## src/rtl/mesh_rt_pkg.sv

```systemverilog
// Package: shared exit codes for the dimension-order router.
// Assumes: a 3-bit exit select field is decoded by the crossbar next door.
package mesh_rt_pkg;
    typedef enum logic [2:0] {
        EXIT_LOCAL = 3'd0,
        EXIT_EAST  = 3'd1,
        EXIT_WEST  = 3'd2,
        EXIT_NORTH = 3'd3,
        EXIT_SOUTH = 3'd4
    } exit_e;

    localparam int EXIT_W = 3;
endpackage

```

## src/rtl/dor_dir_decode.sv

```systemverilog
// Module: chooses the exit from the signed offsets, x before y.
// Assumes: offsets are two's complement of width OFS_W.
module dor_dir_decode
    import mesh_rt_pkg::*;
#(
    parameter int OFS_W = 8
) (
    input  logic [OFS_W-1:0] dx,
    input  logic [OFS_W-1:0] dy,
    output exit_e            sel
);
    localparam logic [OFS_W-1:0] ZERO = '0;

    logic dx_neg, dx_zero, dy_neg, dy_zero;

    // Sign and zero flags per dimension.
    always_comb begin
        dx_neg  = dx[OFS_W-1];
        dy_neg  = dy[OFS_W-1];
        dx_zero = (dx == ZERO);
        dy_zero = (dy == ZERO);
    end

    // Priority: any x distance first, then y, else local delivery.
    always_comb begin
        if (!dx_zero)
            sel = dx_neg ? EXIT_WEST : EXIT_EAST;
        else if (!dy_zero)
            sel = dy_neg ? EXIT_SOUTH : EXIT_NORTH;
        else
            sel = EXIT_LOCAL;
    end
endmodule

```

## src/rtl/dor_offset_step.sv

```systemverilog
// Module: moves the offset of the travelled dimension one step toward zero.
// Assumes: sel came from dor_dir_decode, so the stepped field is never zero
// and a step toward zero cannot wrap.
module dor_offset_step
    import mesh_rt_pkg::*;
#(
    parameter int OFS_W = 8
) (
    input  exit_e            sel,
    input  logic [OFS_W-1:0] dx,
    input  logic [OFS_W-1:0] dy,
    output logic [OFS_W-1:0] dx_next,
    output logic [OFS_W-1:0] dy_next
);
    localparam logic [OFS_W-1:0] ONE = OFS_W'(1);

    // One field changes per hop; local delivery leaves both alone.
    always_comb begin
        dx_next = dx;
        dy_next = dy;
        unique case (sel)
            EXIT_EAST:  dx_next = dx - ONE;
            EXIT_WEST:  dx_next = dx + ONE;
            EXIT_NORTH: dy_next = dy - ONE;
            EXIT_SOUTH: dy_next = dy + ONE;
            default:    ;
        endcase
    end
endmodule

```

## src/rtl/dor_hold_reg.sv

```systemverilog
// Module: single output register with valid/ready; holds while stalled.
// Assumes: upstream keeps data stable only while in_valid is high.
module dor_hold_reg #(
    parameter int W = 8
) (
    input  logic         clk,
    input  logic         rst_n,
    input  logic         in_valid,
    output logic         in_ready,
    input  logic [W-1:0] in_data,
    output logic         out_valid,
    input  logic         out_ready,
    output logic [W-1:0] out_data
);
    // Space exists when empty or when the current entry leaves now.
    always_comb in_ready = !out_valid || out_ready;

    // Occupancy flag update.
    always_ff @(posedge clk) begin
        if (!rst_n)
            out_valid <= 1'b0;
        else if (in_ready)
            out_valid <= in_valid;
    end

    // Data capture on a completed input handshake only.
    always_ff @(posedge clk) begin
        if (!rst_n)
            out_data <= '0;
        else if (in_valid && in_ready)
            out_data <= in_data;
    end
endmodule

```

## src/rtl/dor_mesh_router.sv

```systemverilog
// Module: header stage of a 2D mesh switch using x-then-y relative routing.
// Assumes: offsets are signed hop counts to the destination; the tag is
// opaque and passed through.
module dor_mesh_router
    import mesh_rt_pkg::*;
#(
    parameter int OFS_W = 8,
    parameter int TAG_W = 16
) (
    input  logic             clk,
    input  logic             rst_n,
    input  logic             in_valid,
    output logic             in_ready,
    input  logic [OFS_W-1:0] in_dx,
    input  logic [OFS_W-1:0] in_dy,
    input  logic [TAG_W-1:0] in_tag,
    output logic             out_valid,
    input  logic             out_ready,
    output logic [2:0]       out_port,
    output logic [OFS_W-1:0] out_dx,
    output logic [OFS_W-1:0] out_dy,
    output logic [TAG_W-1:0] out_tag
);
    localparam int HDR_W = EXIT_W + 2 * OFS_W + TAG_W;
    localparam logic [OFS_W-1:0] ZERO = '0;
    localparam logic [OFS_W-1:0] ONE  = OFS_W'(1);

    exit_e            sel;
    logic [OFS_W-1:0] dx_next, dy_next;
    logic [HDR_W-1:0] hdr_in, hdr_out;
    logic             take;

    dor_dir_decode #(.OFS_W(OFS_W)) u_decode (
        .dx  (in_dx),
        .dy  (in_dy),
        .sel (sel)
    );

    dor_offset_step #(.OFS_W(OFS_W)) u_step (
        .sel     (sel),
        .dx      (in_dx),
        .dy      (in_dy),
        .dx_next (dx_next),
        .dy_next (dy_next)
    );

    // Pack the rewritten header for the output register.
    always_comb hdr_in = {sel, dx_next, dy_next, in_tag};

    dor_hold_reg #(.W(HDR_W)) u_hold (
        .clk       (clk),
        .rst_n     (rst_n),
        .in_valid  (in_valid),
        .in_ready  (in_ready),
        .in_data   (hdr_in),
        .out_valid (out_valid),
        .out_ready (out_ready),
        .out_data  (hdr_out)
    );

    // Unpack the registered header onto the ports.
    always_comb {out_port, out_dx, out_dy, out_tag} = hdr_out;

    // Input handshake completion, used by the checks below.
    always_comb take = in_valid && in_ready;

    AST_EAST_HOP: assert property (@(posedge clk) disable iff (!rst_n)
        (take && !in_dx[OFS_W-1] && in_dx != ZERO) |=>
        (out_port == 3'd1 && out_dx == $past(in_dx) - ONE && out_dy == $past(in_dy)));

    AST_WEST_HOP: assert property (@(posedge clk) disable iff (!rst_n)
        (take && in_dx[OFS_W-1]) |=>
        (out_port == 3'd2 && out_dx == $past(in_dx) + ONE && out_dy == $past(in_dy)));

    AST_LOCAL_KEEP: assert property (@(posedge clk) disable iff (!rst_n)
        (out_valid && out_port == 3'd0) |-> (out_dx == ZERO && out_dy == ZERO));

    AST_TAG_PASS: assert property (@(posedge clk) disable iff (!rst_n)
        take |=> (out_valid && out_tag == $past(in_tag)));

    AST_X_BEFORE_Y: assert property (@(posedge clk) disable iff (!rst_n)
        (out_valid && (out_port == 3'd3 || out_port == 3'd4)) |-> (out_dx == ZERO));

    AST_READY_RULE: assert property (@(posedge clk) disable iff (!rst_n)
        in_ready == (!out_valid || out_ready));

    AST_STALL_HOLD: assert property (@(posedge clk) disable iff (!rst_n)
        (out_valid && !out_ready) |=>
        (out_valid && $stable(out_port) && $stable(out_dx) && $stable(out_dy) && $stable(out_tag)));

    AST_RESET_IDLE: assert property (@(posedge clk)
        !rst_n |=> !out_valid);
endmodule

```

## config.mk

```make
export PLATFORM = sky130hd
export DESIGN_NAME = dor_mesh_router
export DESIGN_NICKNAME = d
export VERILOG_FILES = /design/src/rtl/mesh_rt_pkg.sv /design/src/rtl/dor_dir_decode.sv /design/src/rtl/dor_offset_step.sv /design/src/rtl/dor_hold_reg.sv /design/src/rtl/dor_mesh_router.sv
export SDC_FILE = /design/constraint.sdc
export NUM_CORES = 1
export LEC_CHECK = 0
export CAP_MARGIN = 20
export CORE_MARGIN = 2
export CORE_UTILIZATION = 28
export CTS_CLUSTER_DIAMETER = 60
export DETAILED_ROUTE_END_ITERATION = 6
export DONT_BUFFER_PORTS = 1
export GPL_ROUTABILITY_DRIVEN = 0
export PLACE_DENSITY_LB_ADDON = 0.12
export SLEW_MARGIN = 20
export SYNTH_ARGS = -nofsm -noshare
export SYNTH_HDL_FRONTEND = slang
export SYNTH_SLANG_ARGS = --single-unit
export TNS_END_PERCENT = 50
```

## constraint.sdc

```tcl
create_clock -name clk -period 4.2 [get_ports clk]
set_input_delay 0.21 -clock clk [delete_from_list [all_inputs] [get_ports clk]]
set_output_delay 0.21 -clock clk [all_outputs]
set_load 0.01 [all_outputs]
```

==> results.md <==
- Area share of the largest cell type after synthesis: 36.8%
- Setup repair after global routing missed its margin: no
- H-tree lvl count: 2
- Launching element type of the critical path: primary input
- Starting utilization of the core area: 28.8%
- Setup WS post-layout: 1810 ps
- End-of-flow core utilization: 31.3%
- # diodes: 0
- Number of buffers added for setup after CTS: 0
- Boundary Pins: 73
- Wire length of the first global-routing pass: 7910 um
- Max Fclk: 419 MHz
- Fin cells: 318
- Clock-pin slew on the worst setup and hold paths: 80 ps
- Top cells by instance count after synthesis: 42 x sky130_fd_sc_hd__nand2_1, 36 x sky130_fd_sc_hd__dfxtp_1, 21 x sky130_fd_sc_hd__a21boi_0
- DRT Wirelength: 4940 um
- Distinct cell type count of the synthesized netlist: 42
- Critical Setup Path Class: in -> reg
- Vert. Die Dim: 87.7 um
- Period minus WS final: 2390 ps
- Cells after DPL: 310
- Input/output buffers: 0
- Reported max-cap violation count: 0
- Measured slew at the worst slew-check pin: 700 ps
- Synthesis-to-layout area growth: 8.56%
- Number of enable flip-flop cells after synthesis: 0
- Pleak: 0.811 nW
- Number of endpoints failing setup at the final stage: 0
- Yosys warning total: 0
- Number of placement rows: 30
- Crit path required time: 4430 ps
- Relative slew margins: 53.4%
- Worst-skew pair later-pin latency: 290 ps
- GRT Overall Usage: 13.3%
- Peak VDD IR: 0.102 mV
- Power, Total: 0.744 mW
- Critical-path maximum fanout: 9
- Number of max-slew violations in the final report: 0
- Cell with the most instances after synthesis: sky130_fd_sc_hd__nand2_1
- Half-perimeter wire length after placement: 3470 um
- Data arrival time of the critical path: 2620 ps
- CORE AREA: 6790 um^2
- Part of the Yosys area used for sequential elements: 36.8%
- Remaining global-route overflow: 0
- Total clock sinks: 36
- Fill cell instance count of the final layout: 741
- Net Count, Synth: 276
- First-pass iteration count of the detailed router: 4
- Number of buffers between clock root and the deepest sink: 2
- Final Skew: 5.25 ps
- Post-detailed-route via-to-cell ratio: 4.94
- Most common flop cell mapped by yosys: sky130_fd_sc_hd__dfxtp_1
- Starting DRC count in detailed routing: 44
- Result of the run: finished, final reports clean
- Cell count after synthesis: 224
- Total negative setup slack: 0 ps
- Cell type with the largest total area after synthesis: sky130_fd_sc_hd__dfxtp_1
- Final number of hold-violating endpoints: 0
- Cell area after synthesis: 1960 um^2
- Worst hold slack: 53.2 ps
- Fraction of registers with async set or reset after synthesis: 0%
- Via count: 1571
- Total clock buffers created by CTS: 5
- Kind of end point of the critical path: flip-flop
- Via count of the first global-routing pass: 1522
- Clock tree root driver cell: sky130_fd_sc_hd__clkbuf_8
- Antenna violation net count after detailed routing: 0
- Die ar.: 7680 um^2
- Ratio of final minimum period to clock period: 56.8%
- Area after DPL: 2040 um^2
- Synth Area per Inst: 8.75 um^2
- Number of gates resized after cts: 0
- Ratio of cells with drive above 1 in the final layout: 9.01%
- Antenna violations before repair: 0
- Largest net degree at the start of global routing: 40
- Power density cells: 350 nW/um^2
- Worst Hold Class: in -> reg
- Flops & latches, synth: 36
- Largest cells by area after synthesis: sky130_fd_sc_hd__dfxtp_1 37%, sky130_fd_sc_hd__ha_1 8.9%, sky130_fd_sc_hd__a21boi_0 8.0%, sky130_fd_sc_hd__nand2_1 8.0%, sky130_fd_sc_hd__a21oi_1 3.6%
- Horizontal die dimension: 87.7 um
- Final routed DRC violation total: 0
- CTS tree: yes
- Average detailed-routed wire length per instance: 15.5 um
- Post-route cell area: 2130 um^2
- Reg2Reg Setup Slack: 2050 ps
- Net count, final: 273
- Place WS: 1500 ps
- Number of hold buffers added after cts: 0
## power breakdown
part	internal, mW	leakage [nW]	switching (mW)
clock	0.116	0.0479	0.133
combinational	0.0477	0.466	0.0560
sequential	0.365	0.297	0.0268
## layout by cell type, fill, tap and decap left out, types with 2 or more instances in the layout
cell type and count:
sky130_fd_sc_hd__nand2_1 42, sky130_fd_sc_hd__dfxtp_1 36, sky130_fd_sc_hd__a21boi_0 21, sky130_fd_sc_hd__o21ai_0 14, sky130_fd_sc_hd__a21oi_1 14, sky130_fd_sc_hd__ha_1 14, sky130_fd_sc_hd__nand3_1 8, sky130_fd_sc_hd__nor3_1 6
sky130_fd_sc_hd__xor2_1 6, sky130_fd_sc_hd__clkbuf_8 5, sky130_fd_sc_hd__and2_1 3, sky130_fd_sc_hd__nor4_1 3, sky130_fd_sc_hd__nor2_1 3, sky130_fd_sc_hd__a211oi_1 3, sky130_fd_sc_hd__a21o_1 3, sky130_fd_sc_hd__a211o_1 3
sky130_fd_sc_hd__inv_1 2, sky130_fd_sc_hd__nor4_2 2, sky130_fd_sc_hd__o21bai_1 2, sky130_fd_sc_hd__o31ai_1 2, sky130_fd_sc_hd__xnor2_1 2, sky130_fd_sc_hd__nand4_1 2, sky130_fd_sc_hd__o211ai_2 2, sky130_fd_sc_hd__mux2i_1 2
sky130_fd_sc_hd__fa_1 2, sky130_fd_sc_hd__clkinv_2 2, sky130_fd_sc_hd__buf_4 2
## layout make-up
class	count	area, um^2	share of cell area (%)
Clock buffer	5	68.8	3.24
Multi-Input combinational cell	174	1180	55.3
Sequential cell	36	721	33.9
Timing Repair Buffer	2	15.0	0.706
Tap cell	96	120	5.65
Clock inverter	3	18.8	0.882
Inverter	2	7.51	0.353
## worst max-delay path, stage by stage
cell                       delay [ps]
sky130_fd_sc_hd__nor4_2           290
sky130_fd_sc_hd__and2_1           350
sky130_fd_sc_hd__nand2_1          300
sky130_fd_sc_hd__ha_1             370
sky130_fd_sc_hd__a211o_1          290
sky130_fd_sc_hd__o211ai_1         150
sky130_fd_sc_hd__a21oi_1          140
sky130_fd_sc_hd__nor4_1           280
sky130_fd_sc_hd__o221a_1          230
## flip-flops by register name, summed over array words and instances, names as in the netlist
| register | flops |
|---|---|
| u_hold.out_data | 35 |
| u_hold.out_valid | 1 |
## metal layers
layer	part of all wire [%]	track usage, %	wire, um
met2	45	20.1	2210
met1	46	17.9	2280
met4	1.3	4.62	63
met3	7.6	4.24	375
met5	0	0	0
## cell families (layout without fill, tap and decap cells)
group,after synthesis,after routing,synth area share [%]
multiplexers,2,2,1.02
XOR/XNOR,8,8,3.58
buffers and inverters,14,12,3.19
flip-flops,36,36,36.8
AO/OA/AOI/OAI,72,72,25.9
AND/OR/NAND/NOR,76,76,18.5
adder cells (fa/ha/maj),16,16,11.0
## final timing paths
check / startpoint / to / cells after the start
worst min register to register: u_hold.out_data[10] / u_hold.out_data[10] / 2
worst min-delay path: in_tag[10] / u_hold.out_data[10] / 2
worst max-delay path: in_dx[4] / u_hold.out_data[23] / 9
worst max register to register: u_hold.out_valid / u_hold.out_data[29] / 5
Note: power is estimated with default switching activity, not from simulation.
